## src/rtl/qsia_pkg.sv

```systemverilog
// Package: constants shared by the queue status and event interrupt block.
// Assumes a register data path of 8 bits; status width must not exceed it.
package qsia_pkg;
    localparam int REG_DW        = 8;  // register data width
    localparam int MAP_VALID_BIT = 7;  // routing entry valid flag position
endpackage

```

## src/rtl/rxq_fifo.sv

```systemverilog
// Module: one pointer queue with occupancy tracking and edge events.
// Assumes push and pop are single-cycle strobes; DEPTH >= 2.
// A push and a pop in the same cycle keep the count; on an empty queue
// the pushed pointer is presented on head and nothing is stored.
module rxq_fifo #(
    parameter int PTR_W = 16,
    parameter int DEPTH = 4
) (
    input  logic             clk,
    input  logic             rst_n,
    input  logic             push,
    input  logic [PTR_W-1:0] push_ptr,
    input  logic             pop,
    output logic [PTR_W-1:0] head,
    output logic             nonempty,
    output logic             up_evt,
    output logic             dn_evt
);
    localparam int IDX_W = (DEPTH > 1) ? $clog2(DEPTH) : 1;
    localparam int CNT_W = $clog2(DEPTH + 1);
    localparam logic [CNT_W-1:0] CNT_MAX = CNT_W'(DEPTH);
    localparam logic [IDX_W-1:0] IDX_LAST = IDX_W'(DEPTH - 1);

    logic [PTR_W-1:0] mem [DEPTH];
    logic [IDX_W-1:0] wr_idx, rd_idx;
    logic [CNT_W-1:0] cnt;
    logic             empty, full, do_wr, do_rd;

    assign empty  = (cnt == '0);
    assign full   = (cnt == CNT_MAX);
    // store when there is room, or when a pop frees the head slot
    assign do_wr  = push && (pop ? !empty : !full);
    assign do_rd  = pop && !empty;

    function automatic logic [IDX_W-1:0] next_idx(input logic [IDX_W-1:0] i);
        return (i == IDX_LAST) ? '0 : i + 1'b1;
    endfunction

    // storage array, no reset needed
    always_ff @(posedge clk) begin
        if (do_wr) mem[wr_idx] <= push_ptr;
    end

    // read/write indices and occupancy count
    always_ff @(posedge clk) begin
        if (!rst_n) begin
            wr_idx <= '0;
            rd_idx <= '0;
            cnt    <= '0;
        end else begin
            if (do_wr) wr_idx <= next_idx(wr_idx);
            if (do_rd) rd_idx <= next_idx(rd_idx);
            case ({do_wr, do_rd})
                2'b10:   cnt <= cnt + 1'b1;
                2'b01:   cnt <= cnt - 1'b1;
                default: cnt <= cnt;
            endcase
        end
    end

    // head output, pass-through when empty
    always_comb head = empty ? push_ptr : mem[rd_idx];

    assign nonempty = !empty;
    assign up_evt   = push && !pop && empty;
    assign dn_evt   = pop && !push && (cnt == CNT_W'(1));
endmodule

```

## src/rtl/rxq_irq_map.sv

```systemverilog
// Module: routing table, enable mask and status register driven by events.
// Assumes NUM_BITS <= 8 and NUM_BITS >= 2. Events use the routing entry
// as it was before any write in the same cycle. Set beats clear on a bit.
module rxq_irq_map
    import qsia_pkg::*;
#(
    parameter int NUM_Q    = 4,
    parameter int NUM_BITS = 8,
    parameter int ADDR_W   = 3
) (
    input  logic                   clk,
    input  logic                   rst_n,
    input  logic                   cfg_wr,
    input  logic [ADDR_W-1:0]      cfg_addr,
    input  logic [REG_DW-1:0]      cfg_wdata,
    input  logic [NUM_Q-1:0]       up_evt,
    input  logic [NUM_Q-1:0]       dn_evt,
    output logic [REG_DW-1:0]      cfg_rdata,
    output logic [NUM_BITS-1:0]    status,
    output logic [NUM_BITS-1:0]    mask,
    output logic [NUM_Q-1:0]       map_vld,
    output logic [NUM_Q*$clog2(NUM_BITS)-1:0] map_idx,
    output logic                   irq
);
    localparam int IDX_W = $clog2(NUM_BITS);
    localparam logic [ADDR_W-1:0] MASK_ADDR = ADDR_W'(NUM_Q);
    localparam logic [ADDR_W-1:0] STAT_ADDR = ADDR_W'(NUM_Q + 1);

    logic [NUM_BITS-1:0] set_v, clr_v;

    // one routing entry per queue
    for (genvar q = 0; q < NUM_Q; q++) begin : g_entry
        // write the entry when its own address is selected
        always_ff @(posedge clk) begin
            if (!rst_n) begin
                map_vld[q]                   <= 1'b0;
                map_idx[q*IDX_W +: IDX_W]    <= '0;
            end else if (cfg_wr && cfg_addr == ADDR_W'(q)) begin
                map_vld[q]                   <= cfg_wdata[MAP_VALID_BIT];
                map_idx[q*IDX_W +: IDX_W]    <= cfg_wdata[IDX_W-1:0];
            end
        end
    end

    // collect set and clear requests from routed events
    always_comb begin
        set_v = '0;
        clr_v = '0;
        for (int q = 0; q < NUM_Q; q++) begin
            if (map_vld[q] && up_evt[q]) set_v[map_idx[q*IDX_W +: IDX_W]] = 1'b1;
            if (map_vld[q] && dn_evt[q]) clr_v[map_idx[q*IDX_W +: IDX_W]] = 1'b1;
        end
    end

    // mask and status registers
    always_ff @(posedge clk) begin
        if (!rst_n) begin
            mask   <= '0;
            status <= '0;
        end else begin
            if (cfg_wr && cfg_addr == MASK_ADDR) mask <= cfg_wdata[NUM_BITS-1:0];
            status <= (status & ~clr_v) | set_v;
        end
    end

    // combinational register read mux
    always_comb begin
        cfg_rdata = '0;
        if (cfg_addr == MASK_ADDR) begin
            cfg_rdata = REG_DW'(mask);
        end else if (cfg_addr == STAT_ADDR) begin
            cfg_rdata = REG_DW'(status);
        end else begin
            for (int q = 0; q < NUM_Q; q++) begin
                if (cfg_addr == ADDR_W'(q)) begin
                    cfg_rdata[MAP_VALID_BIT] = map_vld[q];
                    cfg_rdata[IDX_W-1:0]     = map_idx[q*IDX_W +: IDX_W];
                end
            end
        end
    end

    assign irq = |(status & mask);
endmodule

```

## src/rtl/rxq_event_irq.sv

```systemverilog
// Module: top of the receive queue status and event interrupt block.
// Assumes push_qid/pop_qid < NUM_Q. One push and one pop port, each of
// which may target any queue; both may target the same queue.
module rxq_event_irq
    import qsia_pkg::*;
#(
    parameter int NUM_Q    = 4,
    parameter int PTR_W    = 16,
    parameter int DEPTH    = 4,
    parameter int NUM_BITS = 8,
    localparam int QID_W   = (NUM_Q > 1) ? $clog2(NUM_Q) : 1,
    localparam int ADDR_W  = $clog2(NUM_Q + 2)
) (
    input  logic              clk,
    input  logic              rst_n,
    input  logic              push_valid,
    input  logic [QID_W-1:0]  push_qid,
    input  logic [PTR_W-1:0]  push_ptr,
    input  logic              pop_req,
    input  logic [QID_W-1:0]  pop_qid,
    output logic [PTR_W-1:0]  pop_ptr,
    output logic              pop_err,
    output logic [NUM_Q-1:0]  q_nonempty,
    input  logic              reg_wr,
    input  logic [ADDR_W-1:0] reg_addr,
    input  logic [REG_DW-1:0] reg_wdata,
    output logic [REG_DW-1:0] reg_rdata,
    output logic              irq
);
    localparam int IDX_W = $clog2(NUM_BITS);

    logic [NUM_Q-1:0]       push_sel, pop_sel, up_evt, dn_evt;
    logic [PTR_W-1:0]       head [NUM_Q];
    logic [NUM_BITS-1:0]    status_q, mask_q;
    logic [NUM_Q-1:0]       map_vld;
    logic [NUM_Q*IDX_W-1:0] map_idx;
    logic                   same_q;

    // one queue per index, each with its own push/pop decode
    for (genvar q = 0; q < NUM_Q; q++) begin : g_q
        assign push_sel[q] = push_valid && push_qid == QID_W'(q);
        assign pop_sel[q]  = pop_req    && pop_qid  == QID_W'(q);

        rxq_fifo #(.PTR_W(PTR_W), .DEPTH(DEPTH)) i_fifo (
            .clk      (clk),
            .rst_n    (rst_n),
            .push     (push_sel[q]),
            .push_ptr (push_ptr),
            .pop      (pop_sel[q]),
            .head     (head[q]),
            .nonempty (q_nonempty[q]),
            .up_evt   (up_evt[q]),
            .dn_evt   (dn_evt[q])
        );
    end

    // pop result: error when the queue is empty and nothing passes through
    always_comb begin
        same_q  = push_valid && (push_qid == pop_qid);
        pop_err = pop_req && !q_nonempty[pop_qid] && !same_q;
        pop_ptr = (pop_req && !pop_err) ? head[pop_qid] : '0;
    end

    rxq_irq_map #(.NUM_Q(NUM_Q), .NUM_BITS(NUM_BITS), .ADDR_W(ADDR_W)) i_map (
        .clk       (clk),
        .rst_n     (rst_n),
        .cfg_wr    (reg_wr),
        .cfg_addr  (reg_addr),
        .cfg_wdata (reg_wdata),
        .up_evt    (up_evt),
        .dn_evt    (dn_evt),
        .cfg_rdata (reg_rdata),
        .status    (status_q),
        .mask      (mask_q),
        .map_vld   (map_vld),
        .map_idx   (map_idx),
        .irq       (irq)
    );
endmodule

```

## config.mk

```make
export PLATFORM = sky130hd
export DESIGN_NAME = rxq_event_irq
export DESIGN_NICKNAME = d
export VERILOG_FILES = /design/src/rtl/qsia_pkg.sv /design/src/rtl/rxq_fifo.sv /design/src/rtl/rxq_irq_map.sv /design/src/rtl/rxq_event_irq.sv
export SDC_FILE = /design/constraint.sdc
export NUM_CORES = 1
export LEC_CHECK = 0
export BUFFER_PORTS_ARGS = -buffer_cell sky130_fd_sc_hd__buf_2
export CORE_ASPECT_RATIO = 0.6
export CORE_MARGIN = 3
export CORE_UTILIZATION = 29
export CTS_CLUSTER_DIAMETER = 120
export DETAILED_ROUTE_END_ITERATION = 6
export GPL_TIMING_DRIVEN = 0
export SETUP_SLACK_MARGIN = 0.02
export SLEW_MARGIN = 15
export SYNTH_ARGS = -nofsm -noshare
export SYNTH_HDL_FRONTEND = slang
export SYNTH_SLANG_ARGS = --single-unit
```

## constraint.sdc

```tcl
create_clock -name clk -period 4.3 [get_ports clk]
set_input_delay 0.645 -clock clk [delete_from_list [all_inputs] [get_ports clk]]
set_output_delay 0.645 -clock clk [all_outputs]
set_load 0.005 [all_outputs]
```

After elaboration in Yosys (flattened, before gate mapping)

Memory sizes are Yosys's and may differ from the RTL's. A register that Yosys moved wholly into a read port is not among the register bits.
Index checks and enable logic that the tools add are counted.

$lt $le $gt $ge: 10
$add $sub $neg: 16
Reduce and logical (&&, ||, !) cells: 84
Muxes and demuxes: 70
Eq/ne operators: 36
Bitwise operators: 11

Operators with widths:

| kind                  | count |
|---|---|
| $mux W16              | 7 |
| $mux W8               | 9 |
| $or A8 B8 Y8          | 7 |
| $logic_and A1 B1 Y1   | 53 |
| $bmux W16 S2          | 1 |
| $eq A2 B2 Y1 const B  | 16 |
| $mux W2               | 16 |
| $pmux W3 S2           | 4 |
| $mux W1               | 22 |
| $logic_not A1 Y1      | 19 |
| $eq A3 B3 Y1 const B  | 6 |
| $add A2 B1 Y2 const B | 8 |
| $and A8 B8 Y8         | 2 |
| $lt A3 B4 Y1 const B  | 4 |
| $eq A3 B1 Y1 const B  | 5 |
| $logic_not A3 Y1      | 5 |
| $mux W3               | 5 |
| $add A3 B1 Y3 const B | 4 |
| $demux W1 S3          | 4 |
| $eq A2 B1 Y1 const B  | 6 |
| $ge A3 B1 Y1 const B  | 4 |
| $sub A3 B1 Y3 const B | 4 |
| $not A8 Y8            | 1 |
| $reduce_bool A2 Y1    | 4 |
| 9 further kinds       | 11 |

Memory bits (writable): 256
Memories: 4
Input port bits: 36
Logic and storage cells: 253
Output and inout port bits: 30
Register bits: 60

Memory list:

| memory            | depth | width | read ports | clocked after memory_dff | write ports | line           | text |
|---|---|---|---|---|---|---|---|
| g_q[0].i_fifo.mem | 4     | 16    | 1          | 1                        | 1           | rxq_fifo.sv:24 | `logic [PTR_W-1:0] mem [DEPTH];` |
| g_q[1].i_fifo.mem | 4     | 16    | 1          | 1                        | 1           | rxq_fifo.sv:24 |  |
| g_q[2].i_fifo.mem | 4     | 16    | 1          | 1                        | 1           | rxq_fifo.sv:24 |  |
| g_q[3].i_fifo.mem | 4     | 16    | 1          | 1                        | 1           | rxq_fifo.sv:24 |  |

Longest topological paths before layout

Depth in word-level cells: 16
Mapped depth: 10

By module

Synthesis repeated with hierarchy kept, for this count alone.

Cells, all modules: 1039
Area, all modules: 15645.0 µm²

By module, submodules not included:

| module        | times used | cells each | area each (µm²) |
|---|---|---|---|
| rxq_fifo      | 4          | 176        | 3179.3 |
| rxq_irq_map   | 1          | 260        | 2200.9 |
| rxq_event_irq | 1          | 75         | 726.9 |

Worst setup path after synthesis

Ideal clock, no wire load.

Path kind: register to output
Start point: register g_q[2].i_fifo.cnt[0]
End point: output pop_ptr[10]
Path slack: 1.741 ns
Cell stages (with the launch flop): 10
Buffers on the path: 1
Arrival: 1.914 ns
Cell sequence: dfxtp_1 inv_1 ha_1 nor2b_4 inv_2 mux4_2 a31o_1 and2_4 buf_6 nor4b_4

Cells in the longest elaborated chain, start to end: 10

RTL lines:

| what                              | line                | text |
|---|---|---|
| start, declared                   | rxq_fifo.sv:26      | `logic [CNT_W-1:0] cnt;` |
| start signal, assigned            | rxq_fifo.sv:54      | `2'b10: cnt <= cnt + 1'b1;` |
| start signal, assigned            | rxq_fifo.sv:55      | `2'b01: cnt <= cnt - 1'b1;` |
| start signal, assigned            | rxq_fifo.sv:56      | `default: cnt <= cnt;` |
| $logic_not A3 Y1                  | rxq_fifo.sv:29      | `assign empty = (cnt == '0);` |
| $logic_not A1 Y1                  | rxq_fifo.sv:64      | `assign nonempty = !empty;` |
| via g_q[2].i_fifo.nonempty        | rxq_fifo.sv:15      | `output logic nonempty,` |
| $bmux W1 S2                       | rxq_event_irq.sv:60 | `pop_err = pop_req && !q_nonempty[pop_qid] && !same_q;` |
| $mux W1 (implied by the code)     | rxq_event_irq.sv:60 |  |
| $logic_not A1 Y1                  | rxq_event_irq.sv:60 |  |
| $logic_and A1 B1 Y1 (2 in series) | rxq_event_irq.sv:60 |  |
| $logic_not A1 Y1                  | rxq_event_irq.sv:61 | `pop_ptr = (pop_req && !pop_err) ? head[pop_qid] : '0;` |
| $logic_and A1 B1 Y1               | rxq_event_irq.sv:61 |  |
| $mux W16                          | rxq_event_irq.sv:61 |  |
| end, declared                     | rxq_event_irq.sv:21 | `output logic [PTR_W-1:0] pop_ptr,` |

The timed path passes the listed nets, and every way through them passes these cells. The select of a mux whose other input is x is not followed.

Worst setup path in the final report

Start point: register g_q[1].i_fifo.cnt[1]
End point: output pop_ptr[4]

Cells in the longest elaborated chain, start to end: 10

RTL lines:

| what                              | line |
|---|---|
| start, declared                   | rxq_fifo.sv:26 |
| start signal, assigned            | rxq_fifo.sv:54 |
| start signal, assigned            | rxq_fifo.sv:55 |
| start signal, assigned            | rxq_fifo.sv:56 |
| $logic_not A3 Y1                  | rxq_fifo.sv:29 |
| $logic_not A1 Y1                  | rxq_fifo.sv:64 |
| via g_q[1].i_fifo.nonempty        | rxq_fifo.sv:15 |
| $bmux W1 S2                       | rxq_event_irq.sv:60 |
| $mux W1 (implied by the code)     | rxq_event_irq.sv:60 |
| $logic_not A1 Y1                  | rxq_event_irq.sv:60 |
| $logic_and A1 B1 Y1 (2 in series) | rxq_event_irq.sv:60 |
| $logic_not A1 Y1                  | rxq_event_irq.sv:61 |
| $logic_and A1 B1 Y1               | rxq_event_irq.sv:61 |
| $mux W16                          | rxq_event_irq.sv:61 |

The timed path passes the listed nets, and every way through them passes these cells. The select of a mux whose other input is x is not followed.

==> impl_metrics.env <==
export IMPL_syn_area_um2=14260
export IMPL_drive_above_1_share=0.2071
export IMPL_cp_max_fo=10
export IMPL_regArea_um2=9049
export IMPL_io_pins=66
export IMPL_use_met3=0.03415
export IMPL_rsz0062_at_grt="false"
export IMPL_drcViolationCount=0
export IMPL_final_fill_count=4566
export IMPL_busiest_layer="met1"
export IMPL_grt_pass1_vias=8303
export IMPL_synth_async_reset_ratio=0
export IMPL_whs_path_depth=3
export IMPL_drv_cap=0
export IMPL_p_total_w=0.006778
export IMPL_drtIter0Drc=515
export IMPL_area_growth_pct=15.89
export IMPL_clock_sinks=324
export IMPL_clk_pin_slew_ns=0.07
export IMPL_grt_remaining_overflow=0
export IMPL_p_sw_w=0.001448
export IMPL_arrival_ns=3.19
export IMPL_drtPass1Iterations=5
export IMPL_drtAntennaViolNets=0
export IMPL_met1_usage=0.1975
export IMPL_p_int_w=0.005330
export IMPL_post_dp_hpwl_um=23910
export IMPL_dieArea_um2=51940
export IMPL_grt_pass1_wl_um=51550
export IMPL_p_clk_frac=0.440
export IMPL_htreeDepth=2
export IMPL_die_w_um=292.2
export IMPL_fin_crit_sh=0.8924
export IMPL_multi_input_area_um2=4871
export IMPL_cts_buffers=34
export IMPL_p_per_area_nw_per_um2=410.2
export IMPL_worstPathRequired_ns=3.65
export IMPL_finalCriticalPeriod_ns=3.838
export IMPL_grt_max_degree=18
export IMPL_hold_path_end="i_map.mask[5]"
export IMPL_clock_path_buffers=3
export IMPL_avgSynthCellArea_um2=15.53
export IMPL_finalNonFillerCells=1684
export IMPL_slowest_stage="nor4b_1"
export IMPL_io_buffer_count=64
export IMPL_status="finished, final reports clean"
export IMPL_cts_setup_buffers=0
export IMPL_grt_antenna_before_repair=0
export IMPL_reg2reg_depth=4
export IMPL_wl_per_cell_um=20.06
export IMPL_cts_root_buf="clkbuf_16"
export IMPL_crit_type="reg2out"
export IMPL_postCtsHoldBufs=0
export IMPL_max_freq_ghz=0.2606
export IMPL_gr_usage_met2=0.1847
export IMPL_tns_ns=0
export IMPL_coreArea_um2=48170
export IMPL_slew_viol_final=0
export IMPL_ir_drop_v=0.0002517
export IMPL_p_seq_frac=0.507
export IMPL_setup_violations_final=0
export IMPL_fin_nets=1094
export IMPL_r2r_end="g_q[3].i_fifo.mem[0][15]"
export IMPL_synth_yosys_warnings=0
export IMPL_r2r_setup_slack_ns=1.90
export IMPL_syn_inst=918
export IMPL_hold_class="in2reg"
export IMPL_p_sw_frac=0.2137
export IMPL_num_rows=62
export IMPL_synth_main_ff_cell="edfxtp_1"
export IMPL_gp_congestion=0.9369
export IMPL_cp_cell_sequence="inv_1 > ha_1 > nand2b_1 > nand3b_1 > clkbuf_1 > o22ai_1 > nor4b_1 > buf_2"
export IMPL_synth_nets=994
export IMPL_finClkSkew_ns=0.02359
export IMPL_start_util=0.2959
export IMPL_wl_um=33790
export IMPL_start_kind="flop"
export IMPL_vias=8166
export IMPL_placed_cells=1622
export IMPL_holdWs_ns=0.3872
export IMPL_r2r_start="g_q[3].i_fifo.cnt[0]"
export IMPL_p_leak_nw=5.345
export IMPL_critPathMaxStageDelay_ns=0.57
export IMPL_synth_edf_count=256
export IMPL_hold_viol_final=0
export IMPL_slew_headroom=0.1527
export IMPL_viasPerCell=4.849
export IMPL_seq_area_frac_synth=0.6347
export IMPL_cts_resized=0
export IMPL_comb_power_share=0.054
export IMPL_die_y_um=177.7
export IMPL_tritoncts="built"
export IMPL_min_delay_start="reg_wdata[5]"
export IMPL_grt_usage=0.1315
export IMPL_insertion_delay_ns=0.52
export IMPL_cp_end_kind="primary output"
export IMPL_tightest_slew_ns=1.253
export IMPL_ys_ff_latch=324
export IMPL_ys_types=56
==> cells in the final DEF (no fill, tap or decap), types with 5 or more instances in the layout <==
| master | instances |
|---|---|
| or3_1 | 10 |
| o32ai_1 | 10 |
| nor3_1 | 12 |
| and2_1 | 26 |
| buf_2 | 75 |
| nand3_1 | 12 |
| nand3b_1 | 8 |
| clkbuf_1 | 34 |
| clkbuf_16 | 35 |
| o221ai_1 | 5 |
| edfxtp_1 | 256 |
| o22ai_1 | 35 |
| clkinv_2 | 7 |
| o21ai_0 | 14 |
| mux4_2 | 65 |
| nor3b_1 | 6 |
| ha_1 | 40 |
| nand2b_1 | 14 |
| nand4_1 | 6 |
| xnor2_1 | 14 |
| nor2_1 | 39 |
| nor4b_1 | 7 |
| inv_1 | 30 |
| a22oi_1 | 6 |
| mux2i_1 | 48 |
| nor4b_4 | 9 |
| clkinv_1 | 5 |
| a21boi_0 | 13 |
| nand2_1 | 27 |
| dfxtp_1 | 68 |
| nor2b_1 | 38 |
==> worst max-delay path: cells and delay by family (launching register included) <==
| family | cells | cell delay [ns] |
|---|---|---|
| compound gates | 1 | 0.26 |
| flops | 1 | 0.34 |
| buf+inv | 3 | 0.78 |
| fa+ha+maj | 1 | 0.21 |
| simple gates | 3 | 1.09 |
==> per-stage QoR <==
stage                     cell area (um2)  utilization  worst slack (ns)
after CTS                           16520       0.3429            0.4494
after floorplan                     14260            -             1.741
final                               16520       0.3430            0.4625
after global placement              15380       0.3192            0.7158
after detailed placement            15380       0.3192            0.7190
after global routing                16520       0.3429            0.3562
==> registers in the layout, summed over array words and instances (netlist names), named ones only <==
signal,cells
i_map.mask,8
g_q.i_fifo.wr_idx,8
i_map.status,8
i_map.map_idx,12
g_q.i_fifo.mem,256
i_map.map_vld,4
g_q.i_fifo.rd_idx,8
g_q.i_fifo.cnt,12
==> kinds of logic (layout without fill, tap and decap cells) <==
family / count (synthesis) / after routing / share of synthesized area
adders and majority gates: 40 / 40 / 0.03511
other: 0 / 1 / 0
xor gates and xnor gates: 14 / 14 / 0.008601
DFF: 324 / 324 / 0.6347
buffers and inverters: 80 / 205 / 0.02361
AOI/OAI and AO/OA: 110 / 110 / 0.05371
muxes: 113 / 113 / 0.1364
and+or+nand+nor: 237 / 237 / 0.1079
==> how the worst max path moves through the flow <==
stage | start | endpoint | slack [ns] | cells past startpoint
floorplan | g_q[2].i_fifo.cnt[0] | pop_ptr[10] | 1.74 | 9
global placement | pop_qid[1] | pop_ptr[4] | 0.72 | 7
detailed placement | pop_qid[1] | pop_ptr[4] | 0.72 | 7
CTS | g_q[1].i_fifo.cnt[1] | pop_ptr[4] | 0.45 | 8
global route | g_q[1].i_fifo.cnt[1] | pop_ptr[4] | 0.36 | 8
finish | g_q[1].i_fifo.cnt[1] | pop_ptr[4] | 0.46 | 8
==> power groups by stage <==
stage	Clock, W	Sequential, W	Combinational, W
4_1_cts	0.00305	0.00343	0.000366
2_1_floorplan	0	0.00349	0.000211
6_report	0.00298	0.00343	0.000363
3_5_place_dp	0	0.00350	0.000364
5_1_grt	0.00318	0.00344	0.000399
3_3_place_gp	0	0.00350	0.000355
==> synthesized netlist by cell type, drive strengths merged, types with 2 or more instances <==
cell type | count | area (um2)
xnor2 | 14 | 122.6
nand4 | 6 | 37.54
a21oi | 4 | 20.02
o2111ai | 2 | 17.52
nand4b | 3 | 26.28
nand3b | 8 | 60.06
nor2 | 39 | 146.4
edfxtp | 256 | 7687
mux4 | 65 | 1464
o22ai | 35 | 219.0
nor3 | 12 | 60.06
dfxtp | 68 | 1361
a22oi | 6 | 45.04
buf | 19 | 107.6
o311ai | 2 | 17.52
o31ai | 4 | 30.03
nand2b | 14 | 87.58
o41ai | 4 | 35.03
o21ai | 14 | 70.07
clkbuf | 30 | 112.6
or3 | 10 | 62.56
nand3 | 12 | 60.06
o32ai | 10 | 87.58
o211ai | 3 | 22.52
nand2 | 27 | 101.4
nor4b | 16 | 275.3
o21a | 2 | 15.01
inv | 31 | 116.4
a21boi | 15 | 112.6
or2 | 3 | 18.77
ha | 40 | 500.5
a31oi | 2 | 12.51
nor2b | 40 | 260.3
and2 | 27 | 171.4
and3 | 2 | 12.51
or4 | 2 | 15.01
mux2i | 48 | 480.5
nor3b | 8 | 70.06
and3b | 4 | 35.03
o221ai | 5 | 43.79
==> layout make-up <==
type | instances | share of cell area
diodes | 1 | 0.0001515
plain buffers | 49 | 0.01333
clock buffers | 41 | 0.05559
clock inverters | 20 | 0.01356
inverters | 31 | 0.007043
multi-input cells | 514 | 0.2948
flip-flops and latches | 324 | 0.5477
well taps | 640 | 0.04847
repair buffers | 64 | 0.01939
==> routing by layer <==
metal | part of all wire | up-vias
li1 | - | 3785
met1 | 0.50 | 4102
met2 | 0.40 | 225
met3 | 0.068 | 54
met4 | 0.026 | 0
met5 | 0 | -
Power figures use the tool's default switching activity.
